===== src/rtl/cmp_cond_pkg.sv =====
package cmp_cond_pkg;

  // Strobes from control to datapath, valid for one request cycle.
  typedef struct packed {
    logic writeField;   // legal request: store the result nibble
    logic useWide;      // compare the full operand width
    logic raiseIllegal; // reject the request
    logic flagBadForm;  // length bit ignored on a narrow implementation
  } cmpStrobes_t;

  // Bit positions inside a result nibble.
  localparam int RES_LT = 3;
  localparam int RES_GT = 2;
  localparam int RES_EQ = 1;
  localparam int RES_SO = 0;
  localparam int RES_W  = 4;

endpackage


===== src/rtl/cmp_cond_ctrl.sv =====
module cmp_cond_ctrl
  import cmp_cond_pkg::*;
(
  input  logic        inValid,
  input  logic        lenBit,
  input  logic        cfgWide,
  input  logic        cfgEmbedded,
  output cmpStrobes_t strobes
);

  logic narrowWithLen;

  always_comb begin
    narrowWithLen        = !cfgWide && lenBit;
    strobes              = '0;
    strobes.useWide      = cfgWide && lenBit;
    strobes.raiseIllegal = inValid && narrowWithLen && cfgEmbedded;
    strobes.flagBadForm  = inValid && narrowWithLen && !cfgEmbedded;
    strobes.writeField   = inValid && !(narrowWithLen && cfgEmbedded);
  end

endmodule


===== src/rtl/cmp_cond_field_bank.sv =====
module cmp_cond_field_bank #(
  parameter int NUM_FIELDS = 8,
  parameter int NIB_W      = 4,
  localparam int IDX_W     = $clog2(NUM_FIELDS),
  localparam int BANK_W    = NUM_FIELDS * NIB_W
) (
  input  logic              clk,
  input  logic              rstN,
  input  logic              wrEn,
  input  logic [IDX_W-1:0]  wrIdx,
  input  logic [NIB_W-1:0]  wrNib,
  output logic [BANK_W-1:0] bankOut
);

  // One register per field; only the addressed field loads.
  for (genvar g = 0; g < NUM_FIELDS; g++) begin : gField
    logic [NIB_W-1:0] fieldQ;
    always_ff @(posedge clk) begin
      if (!rstN) begin
        fieldQ <= '0;
      end else if (wrEn && (wrIdx == IDX_W'(g))) begin
        fieldQ <= wrNib;
      end
    end
    assign bankOut[g*NIB_W +: NIB_W] = fieldQ;
  end

endmodule


===== src/rtl/cmp_cond_dp.sv =====
module cmp_cond_dp
  import cmp_cond_pkg::*;
#(
  parameter int DATA_W     = 64,
  parameter int HALF_W     = 32,
  parameter int IMM_W      = 16,
  parameter int NUM_FIELDS = 8,
  localparam int IDX_W     = $clog2(NUM_FIELDS),
  localparam int BANK_W    = NUM_FIELDS * RES_W,
  localparam int EXT_W     = DATA_W - HALF_W,
  localparam int IMM_EXT_W = DATA_W - IMM_W
) (
  input  logic              clk,
  input  logic              rstN,
  input  cmpStrobes_t       strobes,
  input  logic [DATA_W-1:0] opA,
  input  logic [DATA_W-1:0] opB,
  input  logic              useImm,
  input  logic [IMM_W-1:0]  imm,
  input  logic              signedMode,
  input  logic [IDX_W-1:0]  fieldIdx,
  input  logic              soIn,
  output logic [BANK_W-1:0] condFields,
  output logic              illegalOut,
  output logic              badFormWarn
);

  logic [DATA_W-1:0] immExt;
  logic [DATA_W-1:0] secondOp;
  logic [DATA_W-1:0] leftVal;
  logic [DATA_W-1:0] rightVal;
  logic [DATA_W-1:0] leftKey;
  logic [DATA_W-1:0] rightKey;
  logic              isLess;
  logic              isEqual;
  logic [RES_W-1:0]  resultNib;

  // Immediate is always sign-extended to the operand width.
  assign immExt   = {{IMM_EXT_W{imm[IMM_W-1]}}, imm};
  assign secondOp = useImm ? immExt : opB;

  // Narrow compare: extend the low half according to the sign mode.
  always_comb begin
    if (strobes.useWide) begin
      leftVal  = opA;
      rightVal = secondOp;
    end else begin
      leftVal  = {{EXT_W{signedMode & opA[HALF_W-1]}}, opA[HALF_W-1:0]};
      rightVal = {{EXT_W{signedMode & secondOp[HALF_W-1]}}, secondOp[HALF_W-1:0]};
    end
  end

  // Flipping the top bit in signed mode turns a signed order into an
  // unsigned one, so a single magnitude comparator serves both modes.
  assign leftKey  = {leftVal[DATA_W-1] ^ signedMode, leftVal[DATA_W-2:0]};
  assign rightKey = {rightVal[DATA_W-1] ^ signedMode, rightVal[DATA_W-2:0]};
  assign isLess   = leftKey < rightKey;
  assign isEqual  = leftKey == rightKey;

  always_comb begin
    resultNib         = '0;
    resultNib[RES_LT] = isLess;
    resultNib[RES_GT] = !isLess && !isEqual;
    resultNib[RES_EQ] = isEqual;
    resultNib[RES_SO] = soIn;
  end

  cmp_cond_field_bank #(
    .NUM_FIELDS(NUM_FIELDS),
    .NIB_W     (RES_W)
  ) u_bank (
    .clk    (clk),
    .rstN   (rstN),
    .wrEn   (strobes.writeField),
    .wrIdx  (fieldIdx),
    .wrNib  (resultNib),
    .bankOut(condFields)
  );

  always_ff @(posedge clk) begin
    if (!rstN) begin
      illegalOut  <= 1'b0;
      badFormWarn <= 1'b0;
    end else begin
      illegalOut  <= strobes.raiseIllegal;
      badFormWarn <= strobes.flagBadForm;
    end
  end

endmodule


===== src/rtl/cmp_cond_unit.sv =====
module cmp_cond_unit
  import cmp_cond_pkg::*;
#(
  parameter int DATA_W     = 64,
  parameter int HALF_W     = 32,
  parameter int IMM_W      = 16,
  parameter int NUM_FIELDS = 8,
  localparam int IDX_W     = $clog2(NUM_FIELDS),
  localparam int BANK_W    = NUM_FIELDS * RES_W
) (
  input  logic              clk,
  input  logic              rstN,
  input  logic              inValid,
  input  logic [DATA_W-1:0] opA,
  input  logic [DATA_W-1:0] opB,
  input  logic              useImm,
  input  logic [IMM_W-1:0]  imm,
  input  logic              signedMode,
  input  logic              lenBit,
  input  logic [IDX_W-1:0]  fieldIdx,
  input  logic              soIn,
  input  logic              cfgWide,
  input  logic              cfgEmbedded,
  output logic [BANK_W-1:0] condFields,
  output logic              illegalOut,
  output logic              badFormWarn
);

  cmpStrobes_t strobes;

  cmp_cond_ctrl u_ctrl (
    .inValid    (inValid),
    .lenBit     (lenBit),
    .cfgWide    (cfgWide),
    .cfgEmbedded(cfgEmbedded),
    .strobes    (strobes)
  );

  cmp_cond_dp #(
    .DATA_W    (DATA_W),
    .HALF_W    (HALF_W),
    .IMM_W     (IMM_W),
    .NUM_FIELDS(NUM_FIELDS)
  ) u_dp (
    .clk        (clk),
    .rstN       (rstN),
    .strobes    (strobes),
    .opA        (opA),
    .opB        (opB),
    .useImm     (useImm),
    .imm        (imm),
    .signedMode (signedMode),
    .fieldIdx   (fieldIdx),
    .soIn       (soIn),
    .condFields (condFields),
    .illegalOut (illegalOut),
    .badFormWarn(badFormWarn)
  );

endmodule


===== config.mk =====
export PLATFORM = sky130hd
export DESIGN_NAME = cmp_cond_unit
export DESIGN_NICKNAME = d
export VERILOG_FILES = /design/src/rtl/cmp_cond_pkg.sv /design/src/rtl/cmp_cond_ctrl.sv /design/src/rtl/cmp_cond_field_bank.sv /design/src/rtl/cmp_cond_dp.sv /design/src/rtl/cmp_cond_unit.sv
export SDC_FILE = /design/constraint.sdc
export NUM_CORES = 1
export LEC_CHECK = 0
export BUFFER_PORTS_ARGS = -buffer_cell sky130_fd_sc_hd__buf_4
export CORE_MARGIN = 3
export CORE_UTILIZATION = 51
export DETAILED_ROUTE_END_ITERATION = 16
export GPL_TIMING_DRIVEN = 0
export PLACE_DENSITY = 0.9
export REMOVE_ABC_BUFFERS = 1
export SYNTH_ARGS = -nofsm -noshare
export SYNTH_HDL_FRONTEND = slang
export SYNTH_HIERARCHICAL = 1
export SYNTH_SLANG_ARGS = --single-unit

===== constraint.sdc =====
create_clock -name clk -period 9.3 [get_ports clk]
set_input_delay 0.465 -clock clk [delete_from_list [all_inputs] [get_ports clk]]
set_output_delay 0.465 -clock clk [all_outputs]
set_load 0.05 [all_outputs]

==> flow_metrics.env <==
export IMPL_run_status="finished, final reports clean"
export IMPL_grt_first_pass_wirelength_um=19400
export IMPL_htree_depth=2
export IMPL_synth_avg_cell_area_um2=7.814
export IMPL_antenna_found_initial=0
export IMPL_design_die_area_um2=8436
export IMPL_area_growth_synth_to_final_pct=41.31
export IMPL_worst_path_maximum_fanout=32
export IMPL_r2r_start="u_dp/u_bank/gField[5].fieldQ[0]$_SDFFE_PN0P_"
export IMPL_insertedDiodeCount=0
export IMPL_drt_iter0_drc=183
export IMPL_worst_skew_pair_late_latency_ns=0.28
export IMPL_r2r_slack_ns=8.52
export IMPL_worst_pin_slew_ns=1.241
export IMPL_die_height_um=91.85
export IMPL_remaining_drc_errors=0
export IMPL_drt_total_wl_um=12400
export IMPL_drive_gt1_share_pct=32.56
export IMPL_globalRouteTotalUtil_pct=27.92
export IMPL_hold_buffers=0
export IMPL_critPathRequiredTime_ns=9.51
export IMPL_clkSlewWorstSetupHoldPaths_ns=0.07
export IMPL_synth_ff_type="dfxtp_1"
export IMPL_worst_ir_drop_vdd_uv=56.78
export IMPL_maxSlewViolCount=0
export IMPL_leakage_nw=2.849
export IMPL_setup_violations=0
export IMPL_synth_yosys_seq_area_share_pct=18.11
export IMPL_fin_util_pct=76.08
export IMPL_die_x_um=91.85
export IMPL_via_count_of_the_first_global_routing_pass=4318
export IMPL_num_rows=30
export IMPL_power_density_nw_per_um2=94.59
export IMPL_yosys_warnings=6
export IMPL_timing_fmax_mhz=218.4
export IMPL_most_common_library_cell_in_the_layout_ignoring_fill_and_taps="buf_4"
export IMPL_min_period_over_period_pct=49.24
export IMPL_synth_cells=481
export IMPL_endpoint_kind="flip-flop"
export IMPL_number_of_maximum_capacitance_violations=0
export IMPL_finalWeightedCongestion=0.8703
export IMPL_numCtsBuffers=5
export IMPL_ys_types=44
export IMPL_number_of_detailed_route_iterations_in_the_first_pass=6
export IMPL_design_area_um2=5311
export IMPL_placedInstanceArea_um2=5181
export IMPL_fin_tns_setup_ns=0
export IMPL_syn_cell_area_um2=3759
export IMPL_holdCritPathClass="flip-flop to flip-flop"
export IMPL_numPortBuffers=189
export IMPL_hold_viol=0
export IMPL_routed_via_density=5.719
export IMPL_dp_final_hpwl_um=9591
export IMPL_r2r_cells=2
export IMPL_synthArstFlopShare_pct=0
export IMPL_hold_start="u_dp/u_bank/gField[2].fieldQ[1]$_SDFFE_PN0P_"
export IMPL_dr_total_vias=4255
export IMPL_worst_ep_arrival_time_ns=4.79
export IMPL_hold_path_depth=2
export IMPL_initial_utilization_pct=53.84
export IMPL_cts_repair_resized=0
export IMPL_cts_setup_buffers=0
export IMPL_min_to="u_dp/u_bank/gField[2].fieldQ[1]$_SDFFE_PN0P_"
export IMPL_antenna_left=0
export IMPL_cts_tree="done"
export IMPL_wl_per_cell_um=16.67
export IMPL_area_fraction_of_the_dominant_cell_type_after_synthesis_pct=21.30
export IMPL_pin_count_of_the_biggest_net_entering_global_routing=50
export IMPL_grt_setup_unrepaired="false"
export IMPL_synth_top_cells_by_area="ha_1, dfxtp_1, mux2i_1"
export IMPL_ctsRootBufferMaster="clkbuf_8"
export IMPL_coreArea_um2=6982
export IMPL_grt_overflow_total=0
export IMPL_design_final_nets=867
export IMPL_start_kind="primary input"
export IMPL_numClockSinks=34
export IMPL_clock_skew_ns=0
export IMPL_timing_slew_headroom_pct=17.27
export IMPL_number_of_synthesized_flops_with_an_enable_pin=0
export IMPL_setup_worst_path_class="primary input to flip-flop"
export IMPL_clock_tree_buffer_depth=2
export IMPL_io_pins=190
export IMPL_synth_seq_cells=34
export IMPL_worstReg2RegEnd="u_dp/u_bank/gField[5].fieldQ[0]$_SDFFE_PN0P_"
export IMPL_layout_common_cells="buf_4, nand2_1, a21oi_1"
export IMPL_synthDominantAreaCellType="ha_1"
export IMPL_period_minus_slack_ns=4.579
## flip-flops by register name (all words and copies together) (netlist names)
name,cells
u_dp/badFormWarn,1
u_dp/u_bank/gField.fieldQ,32
u_dp/illegalOut,1
## routing by layer
layer	share of wire [%]	vias to the layer above	track usage (%)	wire (um)
met5	0	-	0	0
met4	2.6	0	9.282	326
met3	7.8	31	5.496	972
met2	52	199	54.20	6501
met1	37	1969	29.70	4599
li1	-	2056	-	-
## cell families after synthesis
logic type,after synthesis,synth area share (%)
adders and majority gates,64,21.30
AOI/OAI and AO/OA,132,21.54
xor gates and xnor gates,1,0.2331
muxes,47,12.55
and+or+nand+nor,134,18.58
buffers and inverters,69,7.690
DFF,34,18.11
## synth_stat cells (2+ instances only)
library cell  count
a211oi_1          4
a21boi_0          2
a21o_1           40
a21oi_1          68
a221o_1           2
and2_1            4
and3_1            3
and4_1            2
and4bb_2          3
buf_1             2
buf_2             9
buf_4             2
clkbuf_1         16
clkbuf_2          3
dfxtp_1          34
ha_1             64
inv_1            36
mux2i_1          46
nand2_1          76
nand2b_1          2
nand3_1          10
nand4_1          15
nand4b_1          3
nor2_1            4
nor3_1            2
nor4_1            3
o21ai_0           8
o31a_1            2
## cell type report
cell class,count,area [um^2]
multi-input combinational,378,2796
fill,517,1670
timing repair buffer,192,1469
sequential,34,680.7
inverter,36,135.1
tap,96,120.1
clock buffer,8,110.1
## worst max-delay path, stage by stage
cell,delay (ns)
buf_4,0.26
and2_1,0.57
nand2b_1,1.02
a21o_1,0.15
nand2_1,0.06
xnor2_1,0.12
ha_1,0.29
nand4_1,0.15
nor4_1,0.55
and4_1,0.34
o31a_1,0.21
nor4_4,0.05
nor2_2,0.09
nand2_1,0.21
mux2i_1,0.23
## per-stage QoR
stage	setup WS, ns	hold slack (ns)	total power, mW	std cells
finish	4.721	0.4622	0.5024	744
global route	4.416	0.4932	0.5340	744
CTS	4.360	0.4714	0.5017	743
detailed placement	4.064	0.4570	0.3727	735
global placement	3.077	0.4444	0.3616	733
floorplan	4.864	0.5867	0.2777	448
## worst max path at each step
| stage | from | end | slack (ns) | depth (start not counted) |
|---|---|---|---|---|
| after floorplan | useImm | u_dp/u_bank/gField[0].fieldQ[2]$_SDFFE_PN0P_ | 4.86 | 14 |
| after global placement | useImm | u_dp/u_bank/gField[1].fieldQ[2]$_SDFFE_PN0P_ | 3.08 | 15 |
| after detailed placement | useImm | u_dp/u_bank/gField[1].fieldQ[2]$_SDFFE_PN0P_ | 4.06 | 16 |
| after CTS | useImm | u_dp/u_bank/gField[6].fieldQ[2]$_SDFFE_PN0P_ | 4.36 | 16 |
| after global routing | useImm | u_dp/u_bank/gField[6].fieldQ[2]$_SDFFE_PN0P_ | 4.42 | 15 |
| final | useImm | u_dp/u_bank/gField[6].fieldQ[2]$_SDFFE_PN0P_ | 4.72 | 15 |
## power by group
| group | total (mW) | internal (mW) | switching, mW |
|---|---|---|---|
| combinational | 0.225 | 0.110 | 0.114 |
| sequential | 0.150 | 0.149 | 0.00180 |
| clock | 0.127 | 0.0747 | 0.0527 |
| total | 0.502 | 0.334 | 0.169 |
Note: power is estimated with default switching activity, not from simulation.
